===== config.mk =====
export PLATFORM = sky130hd
export DESIGN_NAME = gpio_pull_port
export DESIGN_NICKNAME = d
export VERILOG_FILES = /design/src/rtl/gpio_pull_pkg.sv /design/src/rtl/gpio_pull_ctrl.sv /design/src/rtl/gpio_pull_dp.sv /design/src/rtl/gpio_pull_port.sv
export SDC_FILE = /design/constraint.sdc
export NUM_CORES = 1
export LEC_CHECK = 0
export BUFFER_PORTS_ARGS = -buffer_cell sky130_fd_sc_hd__buf_2
export CAP_MARGIN = 10
export CORE_MARGIN = 1.5
export CORE_UTILIZATION = 30
export DETAILED_ROUTE_END_ITERATION = 10
export PLACE_DENSITY = 0.61
export SETUP_SLACK_MARGIN = 0.05
export SLEW_MARGIN = 20
export SYNTH_ARGS = -nofsm -noshare
export SYNTH_HDL_FRONTEND = slang
export SYNTH_SLANG_ARGS = --single-unit

===== constraint.sdc =====
create_clock -name clk -period 3.65 [get_ports clk]
set_clock_uncertainty 0.2 [all_clocks]
set_input_delay 0.9125 -clock clk [delete_from_list [all_inputs] [get_ports clk]]
set_output_delay 0.9125 -clock clk [all_outputs]
set_load 0.01 [all_outputs]

===== src/rtl/gpio_pull_pkg.sv =====
package gpio_pull_pkg;
  // Strobes from the bus decoder to the register datapath.
  typedef struct packed {
    logic dirWr;
    logic pullWr;
    logic dirRd;
    logic pullRd;
  } regStrobeT;
endpackage


===== src/rtl/gpio_pull_ctrl.sv =====
module gpio_pull_ctrl
  import gpio_pull_pkg::*;
#(
  parameter int ADDR_W = 8,
  parameter logic [ADDR_W-1:0] DIR_OFS = 8'h04,
  parameter logic [ADDR_W-1:0] PULL_OFS = 8'h10
) (
  input  logic [ADDR_W-1:0] busAddr,
  input  logic              busWe,
  output regStrobeT         strobe
);
  logic hitDir;
  logic hitPull;

  always_comb begin
    hitDir        = (busAddr == DIR_OFS);
    hitPull       = (busAddr == PULL_OFS);
    strobe.dirRd  = hitDir;
    strobe.pullRd = hitPull;
    strobe.dirWr  = hitDir && busWe;
    strobe.pullWr = hitPull && busWe;
  end
endmodule


===== src/rtl/gpio_pull_dp.sv =====
module gpio_pull_dp
  import gpio_pull_pkg::*;
#(
  parameter int DATA_W = 8,
  parameter int PA_PINS = 6,
  parameter int PC_PINS = 8,
  parameter int PC_GROUP = 4,
  parameter logic [DATA_W-1:0] WO_READ_VAL = '0
) (
  input  logic               clk,
  input  logic               rstN,
  input  regStrobeT          strobe,
  input  logic [DATA_W-1:0]  busWdata,
  output logic [DATA_W-1:0]  busRdata,
  input  logic [PC_PINS-1:0] pcDir,
  input  logic               swPullEn,
  output logic [PA_PINS-1:0] paOutEn,
  output logic [PA_PINS-1:0] paPullEn,
  output logic [PC_PINS-1:0] pcPullEn
);
  localparam int PC_GROUPS = PC_PINS / PC_GROUP;
  localparam int INH_W = PA_PINS + PC_GROUPS;

  logic [PA_PINS-1:0] dirReg;
  logic [INH_W-1:0]   inhReg;

  always_ff @(posedge clk or negedge rstN) begin
    if (!rstN) begin
      dirReg <= '0;
    end else if (strobe.dirWr) begin
      dirReg <= busWdata[PA_PINS-1:0];
    end
  end

  always_ff @(posedge clk or negedge rstN) begin
    if (!rstN) begin
      inhReg <= '0;
    end else if (strobe.pullWr) begin
      inhReg <= busWdata[INH_W-1:0];
    end
  end

  always_comb begin
    if (strobe.dirRd) begin
      busRdata = DATA_W'(dirReg);
    end else if (strobe.pullRd) begin
      busRdata = WO_READ_VAL;
    end else begin
      busRdata = '0;
    end
  end

  assign paOutEn = dirReg;

  for (genvar i = 0; i < PA_PINS; i++) begin : g_paPull
    assign paPullEn[i] = swPullEn & ~dirReg[i] & ~inhReg[i];
  end

  for (genvar p = 0; p < PC_PINS; p++) begin : g_pcPull
    localparam int GRP = p / PC_GROUP;
    assign pcPullEn[p] = swPullEn & ~pcDir[p] & ~inhReg[PA_PINS + GRP];
  end
endmodule


===== src/rtl/gpio_pull_port.sv =====
module gpio_pull_port
  import gpio_pull_pkg::*;
#(
  parameter int ADDR_W = 8,
  parameter int DATA_W = 8,
  parameter int PA_PINS = 6,
  parameter int PC_PINS = 8,
  parameter int PC_GROUP = 4,
  parameter logic [ADDR_W-1:0] DIR_OFS = 8'h04,
  parameter logic [ADDR_W-1:0] PULL_OFS = 8'h10,
  parameter logic [DATA_W-1:0] WO_READ_VAL = '0
) (
  input  logic               clk,
  input  logic               rstN,
  input  logic [ADDR_W-1:0]  busAddr,
  input  logic               busWe,
  input  logic [DATA_W-1:0]  busWdata,
  output logic [DATA_W-1:0]  busRdata,
  input  logic [PC_PINS-1:0] pcDir,
  input  logic               swPullEn,
  output logic [PA_PINS-1:0] paOutEn,
  output logic [PA_PINS-1:0] paPullEn,
  output logic [PC_PINS-1:0] pcPullEn
);
  regStrobeT strobe;

  gpio_pull_ctrl #(
    .ADDR_W(ADDR_W), .DIR_OFS(DIR_OFS), .PULL_OFS(PULL_OFS)
  ) ctrl_i (
    .busAddr(busAddr), .busWe(busWe), .strobe(strobe)
  );

  gpio_pull_dp #(
    .DATA_W(DATA_W), .PA_PINS(PA_PINS), .PC_PINS(PC_PINS),
    .PC_GROUP(PC_GROUP), .WO_READ_VAL(WO_READ_VAL)
  ) dp_i (
    .clk(clk), .rstN(rstN), .strobe(strobe), .busWdata(busWdata),
    .busRdata(busRdata), .pcDir(pcDir), .swPullEn(swPullEn),
    .paOutEn(paOutEn), .paPullEn(paPullEn), .pcPullEn(pcPullEn)
  );
endmodule


======== Word-level counts from Yosys, hierarchy flattened ========
Index checks and enable logic that the tools add are counted.
word-level totals
  register bits ........................... 14
  memory bits (writable) .................. 0
  input port bits ......................... 28
  bits in read-only memories .............. 0
  output and inout port bits .............. 28
  latch bits .............................. 0
  memories kept ........................... 0
cells by class
  shift operators ......................... 0
  reduce and logical (&&, ||, !) cells .... 2
  mux-type cells .......................... 1
  $mul .................................... 0
  equality and inequality tests ........... 2
  divide/modulo/power cells ............... 0
  magnitude comparators ................... 0
  add/subtract/negate cells ............... 0
  bitwise logic cells ..................... 50
operators with widths
  cell                number
  $and 1x1->1         28
  $not 1->1           22
  $eq 8x3->1 const B  1
  $eq 8x5->1 const B  1
  $mux 6              1
  $logic_and 1x1->1   2

======== Longest topological paths before layout ========
Gate-level depths: netlist of the first run.
  word-level depth ........................ 3
  gate-level depth with buffers ........... 3
  depth with buffers taken out ............ 3

======== Modules after synthesis ========
A second synthesis of the first run with hierarchy kept.
second synthesis, totals
  cells, all modules ...................... 64
  area, all modules ....................... 825.8 um2
modules (own cells, without submodules)
  module          cells an instance  seq. area each (um2)  times used  area an instance (um2)
  gpio_pull_dp    54                 350.3                 1           762.0
  gpio_pull_ctrl  10                 0.0                   1           63.8

======== Least setup slack after synthesis of the first run ========
OpenSTA, ideal clock, no wires.
  path type ............................... input -> output
  from .................................... in busAddr[5]
  to ...................................... out busRdata[0]
  setup slack ............................. 918 ps
  stages .................................. 3
  arrival time ............................ 1619 ps
  data required time ...................... 2538 ps
  path buffers ............................ 0
  cells stage by stage .................... nor4_4 > and3_2 > and2_1
on the way
  word-level cells in the longest chain between the ends .. 2
RTL lines
  what             RTL line              RTL
  start, declared  gpio_pull_port.sv:15  input logic [ADDR_W-1:0] busAddr,
  $eq 8x3->1       gpio_pull_ctrl.sv:16  hitDir = (busAddr == DIR_OFS);
  $mux 6           gpio_pull_dp.sv:44    if (strobe.dirRd) begin
  end, declared    gpio_pull_port.sv:18  output logic [DATA_W-1:0] busRdata,
Every way passes these cells.

======== Worst setup path in the final report of the first run ========
  from .................................... in busAddr[5]
  to ...................................... out busRdata[1]
Same word-level chain as after synthesis.

==> reports/results.md, run 1 <==
| Item | Reported | Unit |
|---|---|---|
| Outcome | complete, no violations | - |
| Number of port buffers | 53 | - |
| Total instance count after detailed placement | 140 | - |
| Layout fillers | 217 | - |
| Setup TNS Final | 0 | ps |
| Setup slack on the worst flop-to-flop path | 2670 | ps |
| Ratio of routed vias to standard cells | 4.472 | - |
| Via count of the first global-routing pass | 581 | - |
| Height of the die | 51.84 | um |
| CTS tree | yes | - |
| Max-slew violations | 0 | - |
| Highest metal layer with signal wires | met3 | - |
| Post-Synthesis Cell Area | 715.7 | um2 |
| Slowest cell on crit path | sky130_fd_sc_hd__nor4_4 | - |
| Length in cells of the worst reg-to-reg path | 1 | - |
| Die area | 0.002687 | mm2 |
| Reg-to-reg endpoint | dp_i.paOutEn[3]$_DFFE_PN0P_ | - |
| Mux share of post-synthesis cell area | 22.03 | % |
| Pre-CTS setup slack | 602.0 | ps |
| Clock-pin slew on the worst setup and hold paths | 80 | ps |
| Setup WS post-layout | 632.1 | ps |
| Final cycle utilization of the critical path | 82.68 | % |
| Complex-gate fraction of the synthesized area | 0 | % |
| Number of diodes added for antenna fixing | 0 | - |
| Antenna violations before repair | 0 | - |
| Main combinational cell family by area after synthesis | simple AND/OR/NAND/NOR gates | - |
| Count of standard-cell rows | 17 | - |
| # IOs | 56 | - |
| Final cell count without fillers | 144 | - |
| Required time of the worst setup path | 2540 | ps |
| Clk root buf | sky130_fd_sc_hd__clkbuf_4 | - |
| Max Clock Freq | 331.4 | MHz |
| Hold Fails Final Rpt | 0 | - |
| Mean cell area of the mapped netlist | 11.93 | um2 |
| Worst Hold Path EP | dp_i.inhReg[6]$_DFFE_PN0P_ | - |
| Total congestion overflow after global routing | 0 | - |
| Violation count after the first detailed-route iteration | 6 | - |
| Path type of the worst min-delay path | flip-flop to flip-flop | - |
| WL met1 | 660 | um |
| Post-cts gate resize count | 0 | - |
| Kind of cell adding the most delay to the critical path | simple AND/OR/NAND/NOR gates | - |
| Post-CTS setup-driven buffer insertion count | 0 | - |
| Number of buffers on the longest clock path | 2 | - |
| Kind of start point of the critical path | input pin | - |
| Fraction of the yosys area taken by sequential cells | 48.95 | % |
| Aggregate global-route resource usage | 11.95 | % |
| Power density cells | 319.3 | mW/mm2 |
| Final critical delay including setup and external delays | 3018 | ps |
| Worst endpoint data arrival time | 1910 | ps |
| Vias after detailed routing | 644 | - |
| Total of hold buffers inserted after clock tree synthesis | 0 | - |
| Setup-failing EPs final | 0 | - |
| Largest fanout of any net on the critical path | 6 | - |
| First drt pass iteration count | 2 | - |
| Flip-flop and latch count after synthesis | 14 | - |
| Cell count of the worst hold path | 1 | - |
| Worst-skew pair later-pin latency | 270 | ps |
| Share of synthesized cell area in full adder, half adder and majority cells | 0 | % |
| Startpoint of the lowest-slack register-to-register path | dp_i.paOutEn[3]$_DFFE_PN0P_ | - |
| Routed wire per std cell | 11.01 | um |
| Routed wire length on met3 | 154 | um |
| Nature of the critical path endpoint | output port | - |
| Synth cell types | 13 | - |
| Synth Area in XOR/XNOR | 0 | % |
| Final antenna-violating net count | 0 | - |
| Ratio of cells with drive above 1 in the final layout | 63.79 | % |
| Met2 layer wire length in the routed design | 771 | um |
| Layout overhead on the synthesized area | 45.45 | % |
| Hold path start | dp_i.inhReg[6]$_DFFE_PN0P_ | - |
| Overall die width | 51.84 | um |
| Number of max-cap violations | 0 | - |
| Initial Utilization | 32.04 | % |
| H-tree Lvls | 1 | - |
| Total leakage power | 0.6149 | nW |
| Worst setup path category | input pin to output port | - |
| DRC viols | 0 | - |
| Instance count of the mapped netlist | 60 | - |
| Hold Slack | 301.6 | ps |
| Worst-path cell chain | buf_2, nor4_4, and3_2, and2_1, buf_2 | - |
| Layout net count | 145 | - |
| Weighted congestion at the end of routability-driven global placement | 0.6874 | - |
| Maximum number of pins on one net before global-route repair | 15 | - |
| Slowest cell delay on critical path | 320 | ps |
| Core area | 0.002233 | mm2 |
| Synthesis warning total | 0 | - |
| Synth Area in Simple Gates | 26.40 | % |
| Worst ir drop on vdd | 270.0 | uV |
| Total Routed Length | 1586 | um |
| Number of buffers inserted during clock tree synthesis | 3 | - |
| Clock sink total | 14 | - |
| Cell repeated most along the worst path | sky130_fd_sc_hd__buf_2 | - |
| Global-route wire length before repair | 2415 | um |
| Buffer and inverter count on the worst path | 2 | - |
| Unrepaired setup endpoints after global routing | false | - |
| Util after Layout | 46.61 | % |
-- synthesized netlist by cell type --
library cell	instances	area, um2
sky130_fd_sc_hd__dfrtp_1	14	350.3
sky130_fd_sc_hd__mux2_2	14	157.7
sky130_fd_sc_hd__nor2_1	9	33.78
sky130_fd_sc_hd__and2_1	6	37.54
sky130_fd_sc_hd__nor3b_1	6	45.04
sky130_fd_sc_hd__buf_4	2	15.01
sky130_fd_sc_hd__nand2b_1	2	12.51
sky130_fd_sc_hd__nor2b_1	2	12.51
sky130_fd_sc_hd__and3_2	1	7.510
sky130_fd_sc_hd__conb_1	1	3.750
sky130_fd_sc_hd__nand4_1	1	6.260
sky130_fd_sc_hd__nand4_2	1	12.51
sky130_fd_sc_hd__nor4_4	1	21.27
-- metal layers --
metal / global-route usage (%) / vias up
met2: 21.73 / 37
met5: 0 / -
met3: 3.736 / 0
met1: 14.05 / 291
met4: 1.316 / 0
li1: - / 316
-- registers in the layout (all words and copies together), names as in the netlist --
| register | flops |
|---|---|
| dp_i.inhReg | 8 |
| dp_i.paOutEn | 6 |
-- report_power, final --
| group | switching (mW) | internal (mW) | total (mW) | leakage [nW] |
|---|---|---|---|---|
| Sequential | 0.00453 | 0.162 | 0.167 | 0.193 |
| Combinational | 0.0285 | 0.0298 | 0.0583 | 0.401 |
| Clock | 0.0466 | 0.0605 | 0.107 | 0.0210 |
-- through the flow --
step           instance area [um2]  power (mW)
3_3_place_gp                  1005      0.2278
5_1_grt                       1041      0.3512
2_1_floorplan                719.4      0.1966
4_1_cts                       1041      0.3393
3_5_place_dp                  1005      0.2293
6_report                      1041      0.3323
-- final cells by class --
class | count | area (um2) | share of cell area [%]
repair buffers | 53 | 265.3 | 25.48
well taps | 28 | 35.03 | 3.365
flip-flops and latches | 14 | 350.3 | 33.65
multi-input cells | 45 | 354.1 | 34.01
clock buffers | 4 | 36.28 | 3.486
-- kinds of logic after synthesis --
family / Yosys count
DFF: 14
muxes: 14
other: 1
buffers and inverters: 2
and+or+nand+nor: 29
-- worst max-delay path by stage --
stage	start	end	slack, ps	cells past startpoint
floorplan	busAddr[5]	busRdata[0]	920	3
global placement	busAddr[5]	busRdata[1]	640	5
detailed placement	busAddr[5]	busRdata[1]	600	5
CTS	busAddr[5]	busRdata[1]	600	5
global route	busAddr[5]	busRdata[1]	540	5
finish	busAddr[5]	busRdata[1]	630	5
-- cells in the final DEF, fill, tap and decap left out, types with 2 or more instances in the layout --
cell / netlist / layout
sky130_fd_sc_hd__clkbuf_4: 0 / 3
sky130_fd_sc_hd__conb_1: 1 / 2
sky130_fd_sc_hd__nor2_1: 9 / 9
sky130_fd_sc_hd__mux2_2: 14 / 14
sky130_fd_sc_hd__nor2b_1: 2 / 2
sky130_fd_sc_hd__buf_2: 0 / 53
sky130_fd_sc_hd__and2_1: 6 / 6
sky130_fd_sc_hd__nand2b_1: 2 / 2
sky130_fd_sc_hd__nor3b_1: 6 / 6
sky130_fd_sc_hd__dfrtp_1: 14 / 14
Power figures use the tool's default switching activity.
==> inputs of run 2 (changes only) <==
ABC_AREA = 1   (was unset)
PLACE_DENSITY = 0.6   (was 0.61)
clock period = 2.5 ns   (was 3.65 ns; I/O delays follow)
==> reports/results.md, run 2 <==
| Item | Reported | Unit | vs previous |
|---|---|---|---|
| # IOs | 56 | - | unchanged |
| Via count of the first global-routing pass | 781 | - | +34% |
| Worst-skew pair later-pin latency | 270 | ps | about the same |
| Highest-count cells in the layout ignoring fill and taps | 53 x sky130_fd_sc_hd__buf_2, 29 x sky130_fd_sc_hd__nand2_1, 14 x sky130_fd_sc_hd__nor2_1, 14 x sky130_fd_sc_hd__nand3_1, 14 x sky130_fd_sc_hd__dfrtp_1 | - |  |
| Number of buffers inserted during clock tree synthesis | 3 | - | unchanged |
| Final cell count without fillers | 194 | - | +35% |
| Share of Yosys cell area claimed by the top area cell type | 42.11 | % | -6.8 points |
| Final antenna-violating net count | 0 | - | unchanged |
| Worst setup path category | input pin to output port | - |  |
| Path type of the worst min-delay path | input pin to async pin | - |  |
| Largest fanout of any net on the critical path | 7 | - | +1 |
| Height of the die | 55.67 | um | +7.4% |
| Max-slew violations | 0 | - | unchanged |
| Number of diodes added for antenna fixing | 0 | - | unchanged |
| Setup TNS Final | 0 | ps | unchanged |
| Number of synthesized flops with an enable pin | 0 | - | unchanged |
| DRC viols | 0 | - | unchanged |
| H-tree Lvls | 1 | - | unchanged |
| Hold Slack | 33.88 | ps | -267.7 ps |
| Power density cells | 436.8 | mW/mm2 | +37% |
| Overall die width | 55.67 | um | +7.4% |
| Number of max-cap violations | 0 | - | unchanged |
| Post-cts gate resize count | 0 | - | unchanged |
| Layout net count | 193 | - | +33% |
| Die area | 0.003099 | mm2 | +15% |
| Clock sink total | 14 | - | unchanged |
| Total half-perimeter wirelength after legalization and detailed placement | 1630 | um |  |
| CTS tree | yes | - |  |
| Number of port buffers | 53 | - | unchanged |
| Instance count of the mapped netlist | 109 | - | +82% |
| Worst ir drop on vdd | 382.4 | uV | +42% |
| Total congestion overflow after global routing | 0 | - | unchanged |
| Post-CTS setup-driven buffer insertion count | 0 | - | unchanged |
| Clk root buf | sky130_fd_sc_hd__clkbuf_4 | - |  |
| Number of buffers on the longest clock path | 2 | - | unchanged |
| Kind of start point of the critical path | input pin | - |  |
| Total Routed Length | 1953 | um | +23% |
| Aggregate global-route resource usage | 13.15 | % | +1.2 points |
| Synth cell types | 18 | - | +5 |
| Fraction of the yosys area taken by sequential cells | 42.11 | % | -6.8 points |
| Flip-flop count of the largest register, all copies and words added | 8 | - | unchanged |
| Post-Synthesis Cell Area | 832.0 | um2 | +16% |
| Most repeated cell in the gate-level netlist after synthesis | sky130_fd_sc_hd__nand2_1 | - |  |
| Mean cell area of the mapped netlist | 7.633 | um2 | -36% |
| Vias after detailed routing | 865 | - | +34% |
| Layout overhead on the synthesized area | 38.04 | % |  |
| Global-route wire length before repair | 3325 | um | +38% |
| Flip-flop and latch count after synthesis | 14 | - | unchanged |
| Violation count after the first detailed-route iteration | 19 | - | +13 |
| Hold Fails Final Rpt | 0 | - | unchanged |
| Total of hold buffers inserted after clock tree synthesis | 0 | - | unchanged |
| Nature of the critical path endpoint | output port | - |  |
| Outcome | complete, no violations | - |  |
| Weighted congestion at the end of routability-driven global placement | 0.7797 | - | +13% |
| Total leakage power | 0.7022 | nW | +14% |
| Max Clock Freq | 435.3 | MHz |  |
| Setup-failing EPs final | 0 | - | unchanged |
| Final critical delay including setup and external delays | 2297 | ps |  |
| Maximum number of pins on one net before global-route repair | 15 | - | unchanged |
| Largest area contributor in the netlist | sky130_fd_sc_hd__dfrtp_1 | - |  |
| Worst endpoint data arrival time | 1470 | ps | -440 ps |
| Most frequent standard cell in the layout excluding fill and tap cells | sky130_fd_sc_hd__buf_2 | - |  |
| Antenna violations before repair | 0 | - | unchanged |
| Top cells by area in the synthesized netlist | sky130_fd_sc_hd__dfrtp_1 42%, sky130_fd_sc_hd__nand2_1 13%, sky130_fd_sc_hd__nand3_1 8.4% | - |  |
| Required time of the worst setup path | 1670 | ps | -870 ps |
| Total instance count after detailed placement | 190 | - | +36% |
| Core area | 0.002545 | mm2 | +14% |
| Ratio of cells with drive above 1 in the final layout | 45.73 | % | -18 points |
| Predominant post-synthesis flop cell | sky130_fd_sc_hd__dfrtp_1 | - |  |
| Clock-pin slew on the worst setup and hold paths | 80 | ps | about the same |
| Final cycle utilization of the critical path | 91.90 | % |  |
| Top register by number of flip-flops | dp_i.inhReg | - |  |
| Ratio of routed vias to standard cells | 4.459 | - | -0.30% |
| Unrepaired setup endpoints after global routing | false | - |  |
| First drt pass iteration count | 4 | - | +2 |
| Count of standard-cell rows | 18 | - | +1 |
| Ys async rst share | 100.0 | % | unchanged |
| Commonest cells post-synth | 29 x sky130_fd_sc_hd__nand2_1, 14 x sky130_fd_sc_hd__dfrtp_1, 14 x sky130_fd_sc_hd__nand3_1, 14 x sky130_fd_sc_hd__nor2_1, 10 x sky130_fd_sc_hd__inv_1 | - |  |
| Initial Utilization | 32.69 | % | +0.65 points |
| Synthesis warning total | 0 | - | unchanged |
| Routed wire per std cell | 10.07 | um | -8.6% |
==> run 2: path summary, 6_finish.rpt <==
| check | start | cells after the start | endpoint | slack, ps |
|---|---|---|---|---|
| setup reg to reg | dp_i.paOutEn[2]$_DFFE_PN0P_ | 2 | dp_i.paOutEn[2]$_DFFE_PN0P_ | 1650 |
| setup / recovery | busAddr[1] | 7 | busRdata[1] | 200 |
| hold reg to reg | dp_i.inhReg[7]$_DFFE_PN0P_ | 2 | dp_i.inhReg[7]$_DFFE_PN0P_ | 270 |
| hold / removal | rstN | 1 | dp_i.paOutEn[1]$_DFFE_PN0P_ | 30 |
| max in group asynchronous | rstN | 1 | dp_i.inhReg[1]$_DFFE_PN0P_ | 1830 |
| min in group clk | dp_i.inhReg[7]$_DFFE_PN0P_ | 2 | dp_i.inhReg[7]$_DFFE_PN0P_ | 270 |
==> run 2: per-stage QoR <==
step	total power [mW]	area, um2	util [%]	setup slack [ps]
after global placement	0.3479	1112	43.71	235.5
after CTS	0.5076	1149	45.13	192.6
final	0.5017	1149	45.13	202.5
after detailed placement	0.3498	1112	43.71	200.0
after global routing	0.5312	1149	45.13	97.50
after floorplan	0.3011	835.8	-	425.1
==> run 2: report_power, final <==
part,leakage (nW),total [mW],switching [mW],internal (mW)
clock,0.0210,0.157,0.0689,0.0884
sequential,0.193,0.245,0.00807,0.237
combinational,0.488,0.0994,0.0576,0.0417
==> run 2: cell type report <==
class,instances,area [um2]
multi-input combinational,80,409.1
fill,273,1396
timing repair buffer,53,265.3
clock buffer,4,36.28
sequential,14,350.3
tap,30,37.54
inverter,13,50.05
==> run 2: cell families after synthesis <==
| kind of cell | Yosys count | synth area share (%) |
|---|---|---|
| simple gates | 78 | 48.27 |
| flops | 14 | 42.11 |
| buf+inv | 16 | 9.173 |
| other cells | 1 | 0.4507 |
==> run 2: per-layer routing <==
layer / vias to the layer above / part of all wire (%) / GRT usage (%)
met2: 29 / 51 / 24.49
met4: 0 / 0 / 2.439
li1: 446 / - / -
met3: 0 / 6.1 / 3.953
met5: - / 0 / 0
met1: 390 / 43 / 14.74
==> run 2: worst max-delay path: stages <==
cell and delay, ps:
sky130_fd_sc_hd__buf_2 90, sky130_fd_sc_hd__nor2_1 130, sky130_fd_sc_hd__nand2_2 100, sky130_fd_sc_hd__nor2_4 200, sky130_fd_sc_hd__inv_2 100, sky130_fd_sc_hd__nor2_1 90
sky130_fd_sc_hd__buf_2 130
==> inputs of run 3 (changes only) <==
CORE_UTILIZATION = 36   (was 30)
PLACE_DENSITY = 0.71   (was 0.6)
SYNTH_HIERARCHICAL = 1   (was unset)
==> reports/results.md, run 3 <==
| Item | Reported | Unit | vs previous |
|---|---|---|---|
| Worst setup path category | input pin to output port | - |  |
| Post-CTS setup-driven buffer insertion count | 0 | - | unchanged |
| Nature of the critical path endpoint | output port | - |  |
| Instance count of the mapped netlist | 129 | - | +18% |
| Most frequent standard cell in the layout excluding fill and tap cells | sky130_fd_sc_hd__nand2_1 | - |  |
| Max Clock Freq | 445.9 | MHz | +2.4% |
| Aggregate global-route resource usage | 14.90 | % | +1.7 points |
| Routed wire per std cell | 8.752 | um | -13% |
| Max-slew violations | 0 | - | unchanged |
| Final critical delay including setup and external delays | 2243 | ps | -54.88 ps |
| Final cell count without fillers | 210 | - | +8.2% |
| Vias after detailed routing | 878 | - | +1.5% |
| Number of max-cap violations | 0 | - | unchanged |
| Kind of start point of the critical path | input pin | - |  |
| Violation count after the first detailed-route iteration | 12 | - | -7 |
| Clock sink total | 14 | - | unchanged |
| First drt pass iteration count | 4 | - | unchanged |
| Mean cell area of the mapped netlist | 6.256 | um2 | -18% |
| Antenna violations before repair | 0 | - | unchanged |
| # IOs | 56 | - | unchanged |
| Number of buffers inserted during clock tree synthesis | 3 | - | unchanged |
| Total half-perimeter wirelength after legalization and detailed placement | 1538 | um | -5.6% |
| Total instance count after detailed placement | 206 | - | +8.4% |
| Height of the die | 50.35 | um | -9.6% |
| Worst-skew pair later-pin latency | 270 | ps | about the same |
| Top register by number of flip-flops | dp_i/inhReg | - |  |
| Clk root buf | sky130_fd_sc_hd__clkbuf_4 | - |  |
| Area of placed instances | 0.001076 | mm2 | -3.3% |
| Total of hold buffers inserted after clock tree synthesis | 0 | - | unchanged |
| DRC viols | 0 | - | unchanged |
| Synthesis warning total | 6 | - | +6 |
| Setup TNS Final | 0 | ps | unchanged |
| Power density cells | 435.4 | mW/mm2 | -0.32% |
| Number of port buffers | 53 | - | unchanged |
| CTS tree | yes | - |  |
| Total leakage power | 0.7875 | nW | +12% |
| Layout overhead on the synthesized area | 37.83 | % |  |
| Highest-count cells in the layout ignoring fill and taps | 64 x sky130_fd_sc_hd__nand2_1, 53 x sky130_fd_sc_hd__buf_2, 24 x sky130_fd_sc_hd__inv_1 | - |  |
| Total congestion overflow after global routing | 0 | - | unchanged |
| Clock-pin slew on the worst setup and hold paths | 80 | ps | about the same |
| H-tree Lvls | 1 | - | unchanged |
| Layout net count | 212 | - | +9.8% |
| Flip-flop count of the largest register, all copies and words added | 8 | - | unchanged |
| Length in cells of the worst reg-to-reg path | 2 | - | unchanged |
| Global-route wire length before repair | 2973 | um | -11% |
| Die area | 0.002535 | mm2 | -18% |
| Overall die width | 50.35 | um | -9.6% |
| Worst endpoint data arrival time | 1420 | ps | -50 ps |
| Post-Synthesis Cell Area | 807.0 | um2 | -3.0% |
| Initial Utilization | 39.52 | % | +6.8 points |
| Maximum number of pins on one net before global-route repair | 15 | - | unchanged |
| Hold Fails Final Rpt | 0 | - | unchanged |
| Post-cts gate resize count | 0 | - | unchanged |
| Via count of the first global-routing pass | 788 | - | +0.90% |
| Path type of the worst min-delay path | input pin to async pin | - |  |
| Final antenna-violating net count | 0 | - | unchanged |
| Required time of the worst setup path | 1670 | ps | about the same |
| Largest fanout of any net on the critical path | 6 | - | -1 |
| Final instance area | 0.001112 | mm2 | -3.2% |
| Ratio of cells with drive above 1 in the final layout | 33.33 | % | -12 points |
| Number of buffers on the longest clock path | 2 | - | unchanged |
| Unrepaired setup endpoints after global routing | false | - |  |
| Number of diodes added for antenna fixing | 0 | - | unchanged |
| Final cycle utilization of the critical path | 89.70 | % | -2.2 points |
| Count of standard-cell rows | 16 | - | -2 |
| Weighted congestion at the end of routability-driven global placement | 0.7639 | - | -2.0% |
| Ratio of routed vias to standard cells | 4.181 | - | -6.2% |
| Total Routed Length | 1838 | um | -5.9% |
| Worst ir drop on vdd | 288.8 | uV | -24% |
| Core area | 0.002042 | mm2 | -20% |
| Outcome | complete, no violations | - |  |
| Setup-failing EPs final | 0 | - | unchanged |
## run 3: worst max-delay path, stage by stage
cell and delay [ps]:
sky130_fd_sc_hd__buf_2 100, sky130_fd_sc_hd__inv_1 40, sky130_fd_sc_hd__nand2_1 50, sky130_fd_sc_hd__nor2_2 110, sky130_fd_sc_hd__nand2_1 70, sky130_fd_sc_hd__inv_1 160, sky130_fd_sc_hd__nand2_1 80, sky130_fd_sc_hd__inv_1 50
sky130_fd_sc_hd__buf_2 120
## run 3: path summary, 6_finish.rpt
check                                         endpoint  slack [ps]                         from
setup / recovery                           busRdata[5]         260                   busAddr[0]
setup reg to reg           dp_i/paOutEn[5]$_DFFE_PN0P_        1650  dp_i/paOutEn[5]$_DFFE_PN0P_
hold reg to reg             dp_i/inhReg[2]$_DFFE_PN0P_         280   dp_i/inhReg[2]$_DFFE_PN0P_
hold / removal              dp_i/inhReg[4]$_DFFE_PN0P_          40                         rstN
max in group asynchronous  dp_i/paOutEn[4]$_DFFE_PN0P_        1820                         rstN
min in group clk            dp_i/inhReg[2]$_DFFE_PN0P_         280   dp_i/inhReg[2]$_DFFE_PN0P_
## run 3: power breakdown
part,switching (mW),internal [mW]
Sequential,0.00772,0.237
Combinational,0.0462,0.0377
Clock,0.0674,0.0884
## run 3: per-stage QoR
step                hold slack [ps]  power [mW]  utilization (%)  worst slack [ps]
floorplan                     129.4      0.2914                -             509.8
global placement              254.7      0.3322            52.70             289.6
detailed placement            258.2      0.3345            52.70             244.9
CTS                           36.65      0.4927            54.47             244.5
global route                  40.62      0.5159            54.47             161.4
finish                        38.39      0.4843            54.47             257.4
## run 3: per-layer routing
layer,wire length [um],track usage [%],vias to the layer above
met1,793,17.01,381
li1,-,-,460
met2,887,27.85,35
met3,146,2.976,2
met4,10,4.054,0
met5,0,0,-
## run 3: layout make-up
class                   instances  area [um2]
clock buffers                   4       36.28
multi-input cells              85       321.6
fillers                       222       929.6
repair buffers                 54       272.8
flip-flops and latches         14       350.3
inverters                      26       97.59
well taps                      27       33.78
